$ cat src/rtl/capin_pkg.sv
package capin_pkg;

  typedef enum logic [1:0] {
    SRC_OUT = 2'b00,
    SRC_OWN = 2'b01,
    SRC_NBR = 2'b10,
    SRC_TRG = 2'b11
  } src_e;

  typedef enum logic [1:0] {
    RATE_SYS   = 2'd0,
    RATE_CLKIN = 2'd1,
    RATE_DTS   = 2'd2
  } rate_e;

  typedef struct packed {
    rate_e      rate;
    logic [2:0] div_log2;
    logic [3:0] n_req;
  } flt_cfg_t;

  // Split a filter code into sampling source, divisor exponent and sample count.
  function automatic flt_cfg_t decode_code(input logic [3:0] code);
    flt_cfg_t   r;
    logic [3:0] k;
    r.rate     = RATE_SYS;
    r.div_log2 = 3'd0;
    r.n_req    = 4'd1;
    k          = 4'd0;
    if (code == 4'd0) begin
      r.rate = RATE_SYS;
    end else if (code <= 4'd3) begin
      r.rate  = RATE_CLKIN;
      r.n_req = 4'd1 << code[1:0];
    end else if (code <= 4'd9) begin
      k          = code - 4'd4;
      r.rate     = RATE_DTS;
      r.div_log2 = 3'(k[3:1]) + 3'd1;
      r.n_req    = k[0] ? 4'd8 : 4'd6;
    end else begin
      k          = code - 4'd10;
      r.rate     = RATE_DTS;
      r.div_log2 = (k >= 4'd3) ? 3'd5 : 3'd4;
      case ((k >= 4'd3) ? (k - 4'd3) : k)
        4'd0:    r.n_req = 4'd5;
        4'd1:    r.n_req = 4'd6;
        default: r.n_req = 4'd8;
      endcase
    end
    return r;
  endfunction

endpackage

$ cat src/rtl/capin_rate_gen.sv
module capin_rate_gen
  import capin_pkg::*;
#(
  parameter int PRE_W = 5
) (
  input  logic       clk,
  input  logic       rst,
  input  logic       clkin_tick,
  input  logic       dts_tick,
  input  rate_e      rate,
  input  logic [2:0] div_log2,
  output logic       samp_en
);

  logic [PRE_W-1:0] pre_q;
  logic [PRE_W-1:0] mask;
  logic             dts_hit;

  // Free-running prescaler on dead-time ticks; never restarted by code changes.
  always_ff @(posedge clk) begin
    if (rst) pre_q <= '0;
    else if (dts_tick) pre_q <= pre_q + 1'b1;
  end

  always_comb begin
    mask    = PRE_W'((32'd1 << div_log2) - 32'd1);
    dts_hit = dts_tick && ((pre_q & mask) == mask);
    case (rate)
      RATE_SYS:   samp_en = 1'b1;
      RATE_CLKIN: samp_en = clkin_tick;
      RATE_DTS:   samp_en = dts_hit;
      default:    samp_en = 1'b0;
    endcase
  end

  // clock-input modes sample only on the clock-input enable
  assert_clkin_only_R5: assert property (@(posedge clk) disable iff (rst)
    (rate == RATE_CLKIN && samp_en) |-> clkin_tick);

  // divided modes sample only on a dead-time tick
  assert_dts_only_R6: assert property (@(posedge clk) disable iff (rst)
    (rate == RATE_DTS && samp_en) |-> dts_tick);

endmodule

$ cat src/rtl/capin_filter.sv
module capin_filter #(
  parameter int CNT_W       = 4,
  parameter int SYNC_STAGES = 2
) (
  input  logic       clk,
  input  logic       rst,
  input  logic       pin_raw,
  input  logic       samp_en,
  input  logic       bypass,
  input  logic [3:0] n_req,
  input  logic       clr,
  output logic       filt_q
);

  logic [SYNC_STAGES-1:0] sync_q;
  logic                   smp;
  logic [CNT_W-1:0]       cnt_q;
  logic [CNT_W-1:0]       last_cnt;

  always_ff @(posedge clk) begin
    if (rst) sync_q <= '0;
    else     sync_q <= {sync_q[SYNC_STAGES-2:0], pin_raw};
  end

  assign smp      = sync_q[SYNC_STAGES-1];
  assign last_cnt = CNT_W'(n_req - 4'd1);

  always_ff @(posedge clk) begin
    if (rst) begin
      filt_q <= 1'b0;
      cnt_q  <= '0;
    end else if (clr) begin
      cnt_q  <= '0;
    end else if (bypass) begin
      filt_q <= smp;
      cnt_q  <= '0;
    end else if (samp_en) begin
      if (smp == filt_q) begin
        cnt_q <= '0;
      end else if (cnt_q == last_cnt) begin
        filt_q <= smp;
        cnt_q  <= '0;
      end else begin
        cnt_q <= cnt_q + 1'b1;
      end
    end
  end

  // the run count never reaches the required count
  assert_cnt_bound_R3: assert property (@(posedge clk) disable iff (rst)
    !bypass |-> (cnt_q < CNT_W'(n_req)));

  // the output only moves on a sampling cycle without a clear
  assert_move_on_sample_R3: assert property (@(posedge clk) disable iff (rst)
    (filt_q != $past(filt_q)) |-> (($past(samp_en) || $past(bypass)) && !$past(clr)));

  // a code change empties the count and keeps the level
  assert_clear_keeps_level_R9: assert property (@(posedge clk) disable iff (rst)
    clr |=> (cnt_q == '0) && (filt_q == $past(filt_q)));

endmodule

$ cat src/rtl/capin_src_sel.sv
module capin_src_sel
  import capin_pkg::*;
(
  input  logic       clk,
  input  logic       rst,
  input  logic       chan_en,
  input  logic       sel_wr,
  input  logic [1:0] sel_wdata,
  input  logic       own_in,
  input  logic       nbr_in,
  input  logic       trig_in,
  output src_e       mode_q,
  output logic       sel_out,
  output logic       is_output
);

  always_ff @(posedge clk) begin
    if (rst) mode_q <= SRC_OUT;
    else if (sel_wr && !chan_en) mode_q <= src_e'(sel_wdata);
  end

  always_ff @(posedge clk) begin
    if (rst) begin
      sel_out   <= 1'b0;
      is_output <= 1'b1;
    end else begin
      is_output <= (mode_q == SRC_OUT);
      case (mode_q)
        SRC_OWN: sel_out <= own_in;
        SRC_NBR: sel_out <= nbr_in;
        SRC_TRG: sel_out <= trig_in;
        default: sel_out <= 1'b0;
      endcase
    end
  end

  // an enabled channel keeps its select
  assert_sel_locked_R2: assert property (@(posedge clk) disable iff (rst)
    (chan_en && sel_wr) |=> (mode_q == $past(mode_q)));

  // output mode drives a quiet input
  assert_out_mode_R1: assert property (@(posedge clk) disable iff (rst)
    ($past(mode_q) == SRC_OUT) |-> (is_output && !sel_out));

  // trigger mode forwards the trigger one cycle later
  assert_trig_path_R1: assert property (@(posedge clk) disable iff (rst)
    ($past(mode_q) == SRC_TRG) |-> (sel_out == $past(trig_in)));

endmodule

$ cat src/rtl/capin_front.sv
module capin_front
  import capin_pkg::*;
#(
  parameter int PRE_W       = 5,
  parameter int CNT_W       = 4,
  parameter int SYNC_STAGES = 2
) (
  input  logic       clk,
  input  logic       rst,
  input  logic       pin_raw,
  input  logic       nbr_in,
  input  logic       trig_in,
  input  logic       clkin_tick,
  input  logic       dts_tick,
  input  logic       chan_en,
  input  logic       sel_wr,
  input  logic [1:0] sel_wdata,
  input  logic       code_wr,
  input  logic [3:0] code_wdata,
  output logic       filt_out,
  output logic       sel_out,
  output logic       is_output,
  output logic [1:0] sel_mode
);

  logic [3:0] code_q;
  flt_cfg_t   cfg;
  logic       clr;
  logic       samp_en;
  logic       filt_w;
  src_e       mode_w;

  always_ff @(posedge clk) begin
    if (rst) code_q <= 4'd0;
    else if (code_wr) code_q <= code_wdata;
  end

  assign clr = code_wr && (code_wdata != code_q);
  assign cfg = decode_code(code_q);

  capin_rate_gen #(.PRE_W(PRE_W)) u_rate (
    .clk        (clk),
    .rst        (rst),
    .clkin_tick (clkin_tick),
    .dts_tick   (dts_tick),
    .rate       (cfg.rate),
    .div_log2   (cfg.div_log2),
    .samp_en    (samp_en)
  );

  capin_filter #(.CNT_W(CNT_W), .SYNC_STAGES(SYNC_STAGES)) u_filt (
    .clk     (clk),
    .rst     (rst),
    .pin_raw (pin_raw),
    .samp_en (samp_en),
    .bypass  (cfg.rate == RATE_SYS),
    .n_req   (cfg.n_req),
    .clr     (clr),
    .filt_q  (filt_w)
  );

  capin_src_sel u_sel (
    .clk       (clk),
    .rst       (rst),
    .chan_en   (chan_en),
    .sel_wr    (sel_wr),
    .sel_wdata (sel_wdata),
    .own_in    (filt_w),
    .nbr_in    (nbr_in),
    .trig_in   (trig_in),
    .mode_q    (mode_w),
    .sel_out   (sel_out),
    .is_output (is_output)
  );

  assign filt_out = filt_w;
  assign sel_mode = mode_w;

  // own-pin mode forwards the filtered level one cycle later
  assert_own_path_R1: assert property (@(posedge clk) disable iff (rst)
    ($past(sel_mode) == 2'b01) |-> (sel_out == $past(filt_out)));

endmodule

$ cat config.mk
export PLATFORM = sky130hd
export DESIGN_NAME = capin_front
export DESIGN_NICKNAME = d
export VERILOG_FILES = /design/src/rtl/capin_pkg.sv /design/src/rtl/capin_rate_gen.sv /design/src/rtl/capin_filter.sv /design/src/rtl/capin_src_sel.sv /design/src/rtl/capin_front.sv
export SDC_FILE = /design/constraint.sdc
export NUM_CORES = 1
export LEC_CHECK = 0
export BUFFER_PORTS_ARGS = -buffer_cell sky130_fd_sc_hd__buf_2
export CORE_ASPECT_RATIO = 0.75
export CORE_MARGIN = 2
export CORE_UTILIZATION = 60
export DETAILED_ROUTE_END_ITERATION = 12
export HOLD_SLACK_MARGIN = 0.02
export PLACE_DENSITY = 0.85
export SYNTH_ARGS = -nofsm -noshare
export SYNTH_HDL_FRONTEND = slang
export SYNTH_SLANG_ARGS = --single-unit
$ cat constraint.sdc
create_clock -name clk -period 8.8 [get_ports clk]
set_input_delay 0.44 -clock clk [delete_from_list [all_inputs] [get_ports clk]]
set_output_delay 0.44 -clock clk [all_outputs]
set_load 0.005 [all_outputs]
### Yosys cells after proc, flatten, opt, wreduce, memory -nomap -nowiden

Index checks and enable logic that the tools add are counted.

| word-level totals | value |
|---|---|
| register bits | 20 |
| input port bits | 16 |
| output and inout port bits | 5 |
| logic and storage cells | 64 |

| operators by class | value |
|---|---|
| $add $sub $neg | 8 |
| magnitude comparators | 3 |
| equal/unequal tests | 11 |
| shift-type cells | 2 |
| muxes and demuxes | 18 |
| bitwise gates (word level) | 2 |
| reduce and logical (&&, ||, !) cells | 12 |

Operator list:

| operator | count |
|---|---|
| $mux 4 | 5 |
| $mux 7 | 2 |
| $logic_not 4->1 | 2 |
| $pmux 4 s2 | 1 |
| $eq 2x2->1 const B | 3 |
| $pmux 1 s3 | 2 |
| $add 5x1->5 const B | 1 |
| $and 5x5->5 | 1 |
| $eq 5x5->1 | 1 |
| $mux 1 | 5 |
| $shl 1x3->5 const A | 1 |
| $sub 5x1->5 const B | 1 |
| $add 4x1->4 const B | 1 |
| $eq 2x1->1 const B | 2 |
| $eq 4x1->1 const B | 1 |
| $eq 4x4->1 | 1 |
| $ge 4x2->1 const B | 1 |
| $le 4x2->1 const B | 1 |
| $le 4x4->1 const B | 1 |
| $logic_not 2->1 | 2 |
| $mux 2 | 2 |
| $ne 4x4->1 | 1 |
| $reduce_and 4->1 | 1 |
| $reduce_bool 2->1 | 2 |
| 13 further kinds | 15 |

### Depth between registers and ports, before layout

| depth | value |
|---|---|
| depth after elaboration | 16 |
| depth in mapped cells | 16 |
| depth with buffers taken out | 15 |

### Cells and area by module

From an unflattened synthesis, not the netlist that was laid out.

| unflattened totals | value |
|---|---|
| cells, all modules | 163 |
| area, all modules | 1461.4 um^2 |

Modules (own cells, without submodules):

| module | instances | cells each | area an instance (um^2) | sequential area each (um^2) |
|---|---|---|---|---|
| capin_front | 1 | 72 | 591.8 | 80.1 |
| capin_filter | 1 | 48 | 449.2 | 140.1 |
| capin_rate_gen | 1 | 30 | 270.3 | 100.1 |
| capin_src_sel | 1 | 13 | 150.1 | 80.1 |

### Least setup slack after synthesis

Ideal clock, no wire load.

| timing path | value |
|---|---|
| path type | register to register |
| start | reg code_q[1] |
| end | reg u_filt.cnt_q[2] |
| library setup time | 0.136 ns |
| arrival | 3.156 ns |
| required time | 8.664 ns |
| setup slack | 5.508 ns |
| cell stages (with the launch flop) | 16 |
| path buffers | 0 |
| period minus slack after synthesis | 3.292 ns |
| path through | dfxtp_1 -> inv_1 -> ha_1 -> nor2b_1 -> and3_1 -> o221ai_2 -> nor2_1 -> a222oi_1 -> ha_1 -> xnor2_1 -> a311oi_1 -> o211ai_2 -> a21bo_4 -> a21oi_4 -> o211ai_1 -> o311ai_2 |

| on the way | value |
|---|---|
| cells in the longest elaborated chain, start to end | 12 |
| elaborated cells between the ends (all ways) | 36 |
| those cells by class | add/sub: 6; order compare: 3; eq/ne: 6; shift: 2; mux: 12; bitwise: 1; reduce/logical: 6 |

Ends and longest elaborated chain:

| item | line | source |
|---|---|---|
| start, declared | capin_front.sv:26 | `logic [3:0] code_q;` |
| start signal, assigned | capin_front.sv:35 | `else if (code_wr) code_q <= code_wdata;` |
| $sub 4x4->4 | capin_pkg.sv:41 | `k = code - 4'd10;` |
| $sub 4x2->4 / $ge 4x2->1 (equally long branches) | capin_pkg.sv:44, capin_pkg.sv:43 |  |
| $mux 4 / $mux 1 (equally long branches) | capin_pkg.sv:44, capin_pkg.sv:43 |  |
| $eq 4x1->1 (tied with other cells) | capin_pkg.sv:44 | `case ((k >= 4'd3) ? (k - 4'd3) : k)` |
| $pmux 4 s2 / $mux 3 (equally long branches) | capin_pkg.sv:44, capin_pkg.sv:32 |  |
| $mux 7 (on tied branches) | capin_pkg.sv:35, capin_pkg.sv:30 |  |
| $mux 4 / $shl 1x3->5 (equally long branches) | capin_pkg.sv:32, capin_rate_gen.sv:26 |  |
| $mux 7 / $sub 5x1->5 (equally long branches) | capin_pkg.sv:30, capin_rate_gen.sv:26 |  |
| $sub 4x1->4 / $and 5x5->5 (equally long branches) | capin_filter.sv:26, capin_rate_gen.sv:27 |  |
| $eq 4x4->1 / $eq 5x5->1 (equally long branches) | capin_filter.sv:40, capin_rate_gen.sv:27 |  |
| $mux 4 / $logic_and 1x1->1 (equally long branches) | capin_filter.sv:40, capin_rate_gen.sv:27 |  |
| $mux 4 / $pmux 1 s3 (equally long branches) | capin_filter.sv:38, capin_rate_gen.sv:28 |  |
| end signal, assigned | capin_filter.sv:44 | `cnt_q <= cnt_q + 1'b1;` |
| end, declared | capin_filter.sv:17 | `logic [CNT_W-1:0] cnt_q;` |

Parallel ways exist; a longest one is shown, timed or not.
A chain may end at the register's enable or synchronous reset.

### Worst setup path after layout

| timing path | value |
|---|---|
| start | reg code_q[1] |
| end | reg u_filt.filt_q |

| on the way | value |
|---|---|
| cells in the longest elaborated chain, start to end | 14 |
| elaborated cells between the ends (all ways) | 39 |
| those cells by class | add/sub: 6; order compare: 3; eq/ne: 7; shift: 2; mux: 11; bitwise: 2; reduce/logical: 8 |

Ends and longest elaborated chain:

| item | line | source |
|---|---|---|
| $sub 4x4->4 | capin_pkg.sv:41 |  |
| $ge 4x2->1 | capin_pkg.sv:43, capin_pkg.sv:44 |  |
| $mux 1 | capin_pkg.sv:43 | `r.div_log2 = (k >= 4'd3) ? 3'd5 : 3'd4;` |
| $mux 7 | capin_pkg.sv:35 | `end else if (code <= 4'd9) begin` |
| $mux 3 | capin_pkg.sv:32 | `end else if (code <= 4'd3) begin` |
| $mux 7 | capin_pkg.sv:30 | `if (code == 4'd0) begin` |
| $shl 1x3->5 | capin_rate_gen.sv:26 | `mask = PRE_W'((32'd1 << div_log2) - 32'd1);` |
| $sub 5x1->5 | capin_rate_gen.sv:26 |  |
| $and 5x5->5 | capin_rate_gen.sv:27 | `dts_hit = dts_tick && ((pre_q & mask) == mask);` |
| $eq 5x5->1 | capin_rate_gen.sv:27 |  |
| $logic_and 1x1->1 | capin_rate_gen.sv:27 |  |
| $pmux 1 s3 | capin_rate_gen.sv:28 | `case (rate)` |
| $reduce_bool 2->1 (no source line) | -- |  |
| $reduce_and 4->1 (no source line) | -- |  |
| end signal, assigned | capin_filter.sv:35 | `filt_q <= smp;` |
| end signal, assigned | capin_filter.sv:41 | `filt_q <= smp;` |
| end, declared | capin_filter.sv:12 | `output logic filt_q` |

Parallel ways exist; a longest one is shown, timed or not.

==> impl_results.md <==
* Outcome: completed
* Final #Nets at 240
* Slowest CP cell: dfxtp_1
* Static leakage at 0.749 nW
* WP data required at 9.02 ns
* First-pass DRT Iterations at 4
* Clock sinks at 20
* Die X at 64.5 µm
* DP Wirelength at 2730 µm
* Total Neg Setup Slack at 0 ns
* Worst clock skew at 0.00310 ns
* Final setup vio count at 0
* Post-synth top area share at 24.3%
* WS Path Type: flop to flop
* Pin count of the biggest net entering global routing at 19
* Max_slew headroom at 40.6%
* Total gr overflow at 0
* Initial Util at 63.2%
* Number of synthesized flops with an enable pin at 0
* Synthesized area per cell at 8.66 µm²
* Clock Path Buffers at 2
* Layout Cells excl Fill at 242
* Max-slew violation count at 0
* Final hold vios at 0
* Placer Congestion at 0.891
* Top cells by area, synth: dfxtp_1 (24%), ha_1 (12%), mux2i_1 (6.1%)
* Psw at 72.2 µW
* TritonCTS clock tree: yes
* Ys flop type: dfxtp_1
* PostCTS Resize Cnt at 0
* Routed Antenna Nets at 0
* Max frequency at 263 MHz
* Cell Pwr Density at 120 nW/µm²
* Register bit count reported by yosys at 20
* Vias in the first global route at 1,380
* Ant diodes at 0
* Post-DR vias/cell at 5.86
* Switching fraction of total power at 33.6%
* Final Cycle Share at 43.2%
* CTS Hold Buffers Added at 0
* Die H at 49.4 µm
* Tmin final at 3.80 ns
* CP arrival at 4.02 ns
* RSZ-0062 raised after global routing: no
* I/O pin count at 21
* IO buf count at 20
* Pint at 142 µW
* Latest clock arrival within the worst-skew pair at 0.29 ns
* Synth async-reset ratio at 0%
* Comb pwr share at 34.8%
* Worst Setup End Kind: flop
* Hold Crit Class: primary input to flop
* Worst setup SP type: flop
* Die Footprint at 3180 µm²
* Total Wirelength at 3420 µm
* Max VDD drop at 106 µV
* Core ar. at 2600 µm²
* Crit-path cells: inv_1 -> ha_1 -> nor2b_1 -> and3_1 -> o221ai_2 -> nor2_1 -> a222oi_1 -> ha_1 -> xnor2_1 -> a311oi_1 -> o211ai_2 -> a21bo_4 -> a21oi_1 -> nor4_2 -> mux2i_1
* Worst slew pin tran at 0.884 ns
* Drt initial violations at 106
* Postcts setup bufs at 0
* Distinct cell type count after synthesis at 49
* Placed cell count at 239
* DRC Markers at 0
* Clock transition at path regs at 0.10 ns
* Rows at 16
* First-pass GRT wire length at 5780 µm
* Total of max-cap violations at 0
* Area grow syn2layout at 8.52%
* Total track usage at 22.6%
* WL/cell at 14.1 µm
* CP peak stage delay at 0.53 ns
* Post-Syn Nets at 222
* Initial antenna violation count at 0
* Seq/Total Area, Yosys at 24.3%
* Root Buffer: clkbuf_4
* Power share of the clock group at 19.0%
* Via count at 1,418
* Cts bufs inserted at 3
* Part of the power in registers at 46.2%
* CP dominant cell by count: ha_1
* Synth warn at 0
* Syn Inst Count at 190
* Synth area leader: dfxtp_1
* Post-synthesis cell area at 1650 µm²
* H-Tree Depth at 1
* Share of post-route cells with drive strength above 1 at 19.4%
* Worst-path maximum fanout at 9
## final timing paths
check                        start          endpoint  slack [ns]  cells past startpoint
setup / recovery         code_q[1]     u_filt.filt_q        5.00                     15
hold / removal             pin_raw  u_filt.sync_q[0]        0.35                      2
setup reg to reg         code_q[1]     u_filt.filt_q        5.00                     15
hold reg to reg   u_filt.sync_q[0]  u_filt.sync_q[1]        0.45                      1
## cells in the mapped netlist (all sizes together), types with 2 or more instances
library cell	instances
a21oi	10
and2	3
and3	2
clkbuf	6
dfxtp	20
ha	16
inv	11
mux2i	11
nand2	13
nand2b	4
nand3	12
nand4	3
nor2	18
nor2b	6
nor3	2
o211ai	6
o21ai	8
o21bai	2
o221ai	2
xnor2	8
xor2	8
## layout make-up
class                      count  area (µm²)
multi-input combinational    152        1180
fill                         210         817
sequential                    20         400
timing repair buffer          20         100
tap                           36        45.0
inverter                      11        41.3
clock buffer                   3        22.5
## routing by layer
layer  vias up  wire (µm)  global-route usage, %  part of all wire, %
met3         2        219                   3.00                  6.4
met2        54       1650                   39.6                   48
met4         0         14                   7.80                 0.41
li1        705          -                      -                    -
met5         -          0                      0                    0
met1       657       1530                   28.6                   45
## placed cells by master, fill, tap and decap left out, types with 2 or more instances in the layout
cell type / instances
a21oi_1: 9
and2_1: 3
and3_1: 2
buf_2: 20
clkbuf_4: 3
dfxtp_1: 20
ha_1: 16
inv_1: 11
mux2i_1: 10
nand2_1: 13
nand2b_1: 4
nand3_1: 12
nand4_1: 3
nor2_1: 18
nor2b_1: 6
o211ai_1: 4
o211ai_2: 2
o21ai_0: 5
o21ai_1: 3
xnor2_1: 7
xor2_1: 7
## critical path: cells and delay by family (launching register included)
| kind | cells | cell delay [ns] |
|---|---|---|
| multiplexers | 1 | 0.22 |
| buffers and inverters | 1 | 0.20 |
| XOR/XNOR | 1 | 0.09 |
| flip-flops | 1 | 0.53 |
| AO/OA/AOI/OAI | 6 | 1.38 |
| adder cells (fa/ha/maj) | 2 | 0.64 |
| AND/OR/NAND/NOR | 4 | 0.67 |
## sequential cells by signal (all words and copies together) (netlist names)
register	flops
u_sel.mode_q	2
u_rate.pre_q	5
u_filt.cnt_q	4
u_sel.sel_out	1
u_filt.sync_q	2
u_filt.filt_q	1
u_sel.is_output	1
code_q	4
## cell families (layout without fill, tap and decap cells)
family	after synthesis	after routing	synth area share, %
AOI/OAI and AO/OA	40	40	20.8
xor gates and xnor gates	16	16	9.43
DFF	20	20	24.3
buffers and inverters	18	34	4.18
adders and majority gates	16	16	12.2
muxes	12	12	7.60
and+or+nand+nor	68	68	21.5
## through the flow
stage / cell area (µm²) / power, mW / hold WS, ns / worst slack (ns) / util (%)
after floorplan: 1650 / 0.159 / 0.414 / 5.51 / -
after global placement: 1760 / 0.172 / 0.420 / 5.29 / 67.7
after detailed placement: 1760 / 0.175 / 0.426 / 5.05 / 67.7
after CTS: 1790 / 0.217 / 0.339 / 4.99 / 68.6
after global routing: 1790 / 0.229 / 0.357 / 4.62 / 68.6
final: 1790 / 0.215 / 0.355 / 5.00 / 68.6
## power by group through the flow
stage	combinational (mW)	clock (mW)	sequential, mW
after floorplan	0.0599	0	0.0994
after global placement	0.0711	0	0.101
after detailed placement	0.0740	0	0.101
after CTS	0.0743	0.0433	0.0990
after global routing	0.0826	0.0464	0.0998
final	0.0748	0.0408	0.0991
Note: power is estimated with default switching activity, not from simulation.
